===== config.mk =====
export PLATFORM = sky130hd
export DESIGN_NAME = hop_cmd_ctrl
export DESIGN_NICKNAME = d
export VERILOG_FILES = /design/src/rtl/hop_cmd_ctrl.sv
export SDC_FILE = /design/constraint.sdc
export NUM_CORES = 1
export LEC_CHECK = 0
export BUFFER_PORTS_ARGS = -buffer_cell sky130_fd_sc_hd__clkbuf_2
export CAP_MARGIN = 25
export CORE_ASPECT_RATIO = 1.5
export CORE_MARGIN = 4
export CORE_UTILIZATION = 54
export CTS_CLUSTER_SIZE = 24
export DETAILED_ROUTE_END_ITERATION = 16
export GPL_TIMING_DRIVEN = 0
export PLACE_DENSITY = 0.88
export SYNTH_ARGS = -nofsm -noshare
export SYNTH_HDL_FRONTEND = slang
export SYNTH_SLANG_ARGS = --single-unit

===== constraint.sdc =====
create_clock -name clk -period 3.4 [get_ports clk]
set_input_delay 0.51 -clock clk [delete_from_list [all_inputs] [get_ports clk]]
set_output_delay 0.51 -clock clk [all_outputs]
set_load 0.03 [all_outputs]

===== src/rtl/hop_cmd_ctrl.sv =====
module hop_cmd_ctrl #(
  parameter int                ADDR_W       = 10,
  parameter logic [ADDR_W-1:0] CMD_ADDR     = '0,
  parameter int                POLL_CYCLES  = 64,
  parameter int                RD_LAT       = 1,
  parameter int                DWELL_CYCLES = 125000,
  parameter int                TW_W         = 32,
  parameter logic [TW_W-1:0]   TW0          = 32'h1999_999A,
  parameter logic [TW_W-1:0]   TW1          = 32'h23D7_0A3D,
  parameter logic [TW_W-1:0]   TW2          = 32'h3333_3333,
  parameter logic [TW_W-1:0]   TW3          = 32'h547A_E148
) (
  input  logic              clk,
  input  logic              rst_n,
  output logic              mem_en,
  output logic [ADDR_W-1:0] mem_addr,
  input  logic [31:0]       mem_rdata,
  input  logic              sync_busy,
  output logic [TW_W-1:0]   tw_out,
  output logic              tw_load,
  output logic              hop_active
);

  localparam int PW = (POLL_CYCLES  > 1) ? $clog2(POLL_CYCLES)  : 1;
  localparam int DW = (DWELL_CYCLES > 1) ? $clog2(DWELL_CYCLES) : 1;
  localparam logic [PW-1:0] POLL_LAST  = PW'(POLL_CYCLES - 1);
  localparam logic [DW-1:0] DWELL_LAST = DW'(DWELL_CYCLES - 1);

  logic [PW-1:0]     poll_cnt;
  logic [RD_LAT-1:0] rd_sr;
  logic [2:0]        prev;
  logic              primed;
  logic [DW-1:0]     dwell_cnt;
  logic [1:0]        idx;
  logic              pending;
  logic [TW_W-1:0]   tw_sel;

  wire       sample_vld = rd_sr[RD_LAT-1];
  wire [2:0] fall       = prev & ~mem_rdata[2:0];
  wire [2:0] rise       = ~prev & mem_rdata[2:0];
  wire       want_init  = sample_vld && primed && (fall[0] || fall[2]);
  wire       want_hop   = sample_vld && primed && rise[1];
  wire       step       = hop_active && (dwell_cnt == DWELL_LAST);
  wire       load_go    = pending && !sync_busy && !tw_load;

  assign mem_addr = CMD_ADDR;

  always_comb begin
    case (idx)
      2'd0:    tw_sel = TW0;
      2'd1:    tw_sel = TW1;
      2'd2:    tw_sel = TW2;
      default: tw_sel = TW3;
    endcase
  end

  always_ff @(posedge clk or negedge rst_n) begin
    if (!rst_n) begin
      poll_cnt <= '0;
      mem_en   <= 1'b0;
      rd_sr    <= '0;
    end else begin
      poll_cnt <= (poll_cnt == POLL_LAST) ? '0 : poll_cnt + 1'b1;
      mem_en   <= (poll_cnt == '0);
      rd_sr    <= (RD_LAT)'({rd_sr, mem_en});
    end
  end

  always_ff @(posedge clk or negedge rst_n) begin
    if (!rst_n) begin
      prev       <= '0;
      primed     <= 1'b0;
      dwell_cnt  <= '0;
      idx        <= '0;
      pending    <= 1'b0;
      hop_active <= 1'b0;
      tw_load    <= 1'b0;
      tw_out     <= '0;
    end else begin
      if (sample_vld) begin
        prev   <= mem_rdata[2:0];
        primed <= 1'b1;
      end

      tw_load <= load_go;
      if (load_go) begin
        tw_out  <= tw_sel;
        pending <= 1'b0;
      end

      if (step) begin
        idx       <= idx + 2'd1;
        dwell_cnt <= '0;
        pending   <= 1'b1;
      end else if (hop_active) begin
        dwell_cnt <= dwell_cnt + 1'b1;
      end

      if (want_init) begin
        hop_active <= 1'b0;
        idx        <= '0;
        dwell_cnt  <= '0;
        pending    <= 1'b1;
      end else if (want_hop) begin
        hop_active <= 1'b1;
        idx        <= '0;
        dwell_cnt  <= '0;
        pending    <= 1'b1;
      end
    end
  end

endmodule


Word-level counts from Yosys, hierarchy flattened
Index checks and enable logic that the tools add are counted.

Input port bits: 35. Flip-flop bits (word level): 66. Logic and storage cells: 52.

$add $sub $neg: 3. Reductions and logical operators: 15. Eq/ne operators: 4. Multiplexer cells: 15. Bitwise operators: 4.

Operator list (number): 31-bit case mux with 3 select lines (1); 17-bit two-way mux (4); 17-bit by 1-bit adder with 17-bit output, second input constant (1); 17-bit == test, second input constant (1); 4-bit nonzero test (2); 6-bit by 1-bit adder with 6-bit output, second input constant (1); 6-bit == test, second input constant (1); 1-bit logical AND (6); 6-bit logical NOT (1); 1-bit two-way mux (6); 2-bit two-way mux (3); 6-bit two-way mux (1); 3-bit bitwise AND (1); 3-bit NOT (1); 3-bit nonzero test (1); 2-bit by 1-bit adder with 2-bit output, second input constant (1); 2-bit bitwise AND (1); 2-bit by 1-bit == test with 1-bit output, second input constant (1); 2-bit == test, second input constant (1); 1-bit logical NOT (2); 2-bit logical NOT (1); 2-bit NOT (1); 2-bit nonzero test (1); 1-bit logical OR (1).

Depth between registers and ports, before layout
Depth after elaboration: 7. Gate-level depth with buffers: 8.

Worst setup path after synthesis
Ideal clock, no wire load.

Kind: register to register. From: register dwell_cnt[0]. To: register dwell_cnt[9]. Stages on the path, launching flop included: 9. Arrival time: 1.604 ns. Clock period less this slack: 1.723 ns. Setup slack: 1.677 ns. Library setup time: 0.118 ns. Cell sequence: dfrtp_1 > ha_1 > and2_1 > nand4_1 > nor4_4 > or2_1 > buf_6 > buf_8 > nor2_1.

Cells in the longest elaborated chain, start to end: 5.

Ends and longest elaborated chain: from (decl) (line 33) `logic [DW-1:0] dwell_cnt;`; from (signal assigned) (line 96) `dwell_cnt <= dwell_cnt + 1'b1;`; 17-bit by 1-bit adder with 17-bit output / 17-bit == test (equally long branches) (line 96, 43); 17-bit two-way mux / 1-bit logical AND (equally long branches) (line 95, 43); 17-bit two-way mux (line 91) `if (step) begin`; 17-bit two-way mux (line 104) `end else if (want_hop) begin`; 17-bit two-way mux (line 99) `if (want_init) begin`.

Parallel ways exist; a longest one is shown, timed or not. The select of a mux whose other input is x is not followed. A chain may end at the register's enable or synchronous reset.

Worst setup path in the final report
From: register dwell_cnt[0]. To: register dwell_cnt[3].

The elaborated chain is that of the path after synthesis.

==> metrics.md <==
| Metric | Value |
|---|---|
| Worst ir drop on vdd | `0.283 mV` |
| Die area | `0.00573 mm^2` |
| Yosys top cell area share | `0.487` |
| Placer's final routability congestion estimate | `0.905` |
| R2R setup slack | `1.46 ns` |
| Leak pwr | `1.56 nW` |
| Post-CTS sizing | `0` |
| CP Launch Point | `dwell_cnt[0]` |
| PortBufs | `38` |
| R2R cell count | `8` |
| CTS Hold Bufs | `0` |
| Post-synth EDFFs | `0` |
| Synth cell types | `38` |
| Row cnt | `29` |
| Core ar. | `0.00432 mm^2` |
| Worst Clk Skew | `0.00359 ns` |
| Commonest non-fill, non-tap cell in the layout | `dfrtp_1` |
| Tcrit/Tclk final | `0.571` |
| Critical Path Sink Type | `flip-flop` |
| Placed insts | `343` |
| HPWL Detailed | `3290 um` |
| CTS root buffer | `clkbuf_8` |
| Antenna violations before repair | `0` |
| Async SR Flop Fraction | `1.00` |
| RSZ-0062 raised after global routing | `false` |
| Starting density of the core | `0.571` |
| I/O pins | `80` |
| 1st-pass router iterations | `4` |
| Non-filler instance count after layout | `351` |
| Ys Warns | `0` |
| Most frequent cells in the layout | `48 x dfrtp_1, 38 x clkbuf_2, 30 x nor2_1` |
| Via count | `1839` |
| H-tree depth | `2` |
| ANT cells | `0` |
| Power density cells | `343 mW/mm^2` |
| Ratio of routed vias to standard cells | `5.24` |
| Final hold vios | `0` |
| Overflow after GRT | `0` |
| Post-synthesis sequential area ratio | `0.487` |
| Drt initial violations | `47` |
| CP Data Arrival Time | `2.13 ns` |
| DRC viols | `0` |
| NumNets Final | `349` |
| Largest net degree at the start of global routing | `32` |
| Largest area contributor in the netlist | `dfrtp_1` |
| Layout cells sized above 1 | `0.282` |
| Post-synth top flop | `dfrtp_1` |
| Reg clk slew, reported paths | `0.09 ns` |
| Kind of critical path | `flip-flop to flip-flop` |
| CTS sink cnt | `48` |
| Die X | `63.2 um` |
| Vias in the first global route | `1885` |
| Max-cap violation count | `0` |
| Clock latency on the worst-skew pair | `0.30 ns` |
| Gr usage total | `0.169` |
| Slew Viols, Final | `0` |
| Layout fillers | `339` |
| Top cells by area, synth | `dfrtp_1 49%, buf_4 8.8%, ha_1 5.1%, xor2_1 5.0%, nor2_1 4.6%` |
| Required time worst endpoint | `3.59 ns` |
| Post-CTS setup buffer count | `0` |
| Post-detailed-route count of antenna-violating nets | `0` |
| Critical Path Source Type | `flip-flop` |
| Finish-stage setup viols | `0` |
| Routed len/inst | `12.3 um` |
| Setup TNS | `0 ns` |
| Total CTS buffers | `5` |
| Peak fanout along the critical path | `10` |
| Die height | `90.7 um` |
| Status | `completed` |
| Hold crit path type | `primary input to asynchronous set/reset pin` |
| Syn Area/Cell | `9.98 um^2` |
| CTS max path bufs | `2` |
| Min Tclk post-route | `1.94 ns` |
| Yosys reg bits | `48` |
| Syn-to-layout area delta | `16.4%` |
| Syn Inst Count | `247` |
| Routed WL | `4330 um` |
| First-pass GRT wire length | `7820 um` |
| CTS tree | `built` |
| Mapped cell area | `0.00246 mm^2` |
| Max Fclk | `0.515 GHz` |
| Worst r2r src | `dwell_cnt[0]` |
## flip-flops by register name, indices dropped and copies added (netlist names), 2 cells and up
| signal | flops |
|---|---|
| prev | 3 |
| poll_cnt | 6 |
| tw_out | 14 |
| dwell_cnt | 17 |
| idx | 2 |
## cells in the mapped netlist (3+ instances only)
| library cell | instances |
|---|---|
| xor2_1 | 14 |
| nor2_1 | 30 |
| a21oi_1 | 3 |
| ha_1 | 10 |
| and2_1 | 3 |
| dfrtp_1 | 48 |
| nor2b_1 | 4 |
| nand4_1 | 10 |
| mux2_2 | 3 |
| nand3_1 | 8 |
| nand2_1 | 29 |
| o21ai_0 | 14 |
| buf_4 | 29 |
| nand2b_1 | 3 |
| xnor2_1 | 3 |
| inv_1 | 7 |
| and3_1 | 4 |
## critical path: stages (launching register included)
cell and delay (ns):
dfrtp_1 0.41, ha_1 0.18, and2_1 0.19, nand4_1 0.16, nor4_4 0.39, or2_1 0.16
buf_6 0.15, buf_8 0.14, nor2_1 0.05
## stage by stage
| stage | cell area (um^2) | hold WS [ns] | total power [mW] | setup slack [ns] | utilization |
|---|---|---|---|---|---|
| final | 2870 | 0.143 | 0.985 | 1.46 | 0.665 |
| after global routing | 2870 | 0.164 | 1.02 | 1.33 | 0.665 |
| after CTS | 2870 | 0.151 | 0.995 | 1.45 | 0.665 |
| after detailed placement | 2770 | 0.366 | 0.638 | 1.47 | 0.642 |
| after global placement | 2750 | 0.357 | 0.635 | 1.49 | 0.638 |
| after floorplan | 2510 | 0.214 | 0.619 | 1.68 | - |
## worst paths after layout
check,to
worst max-delay path,dwell_cnt[3]
worst min-delay path,tw_out[23]
worst max register to register,dwell_cnt[3]
worst min register to register,rd_sr
max in group asynchronous,pending
min in group clk,rd_sr
## where the power goes
part | total (mW) | switching, mW | internal, mW
logic | 0.0534 | 0.0359 | 0.0175
clock network | 0.358 | 0.192 | 0.166
registers | 0.573 | 0.000921 | 0.572
## routing by layer
| layer | wire [um] | GRT usage |
|---|---|---|
| met5 | 0 | 0 |
| met2 | 2260 | 0.311 |
| met3 | 292 | 0.0436 |
| met4 | 104 | 0.0792 |
| met1 | 1680 | 0.174 |
## cells by family (layout without fill, tap and decap cells)
group | Yosys count | after routing | share of synthesized area
muxes | 4 | 4 | 0.0178
adders and majority gates | 10 | 10 | 0.0508
buffers and inverters | 41 | 88 | 0.115
AOI/OAI and AO/OA | 24 | 24 | 0.0584
and+or+nand+nor | 102 | 102 | 0.209
DFF | 48 | 48 | 0.487
other | 1 | 12 | 0.00152
xor gates and xnor gates | 17 | 17 | 0.0604
## final cells by class
class | instances | area [um^2] | share of cell area
flip-flops and latches | 48 | 1200 | 0.418
multi-input cells | 169 | 1020 | 0.356
plain buffers | 34 | 256 | 0.0894
repair buffers | 39 | 210 | 0.0732
clock buffers | 6 | 82.6 | 0.0288
well taps | 46 | 57.6 | 0.0201
inverters | 7 | 26.3 | 0.00915
clock inverters | 2 | 13.8 | 0.00480
(Power assumes the default switching activity.)
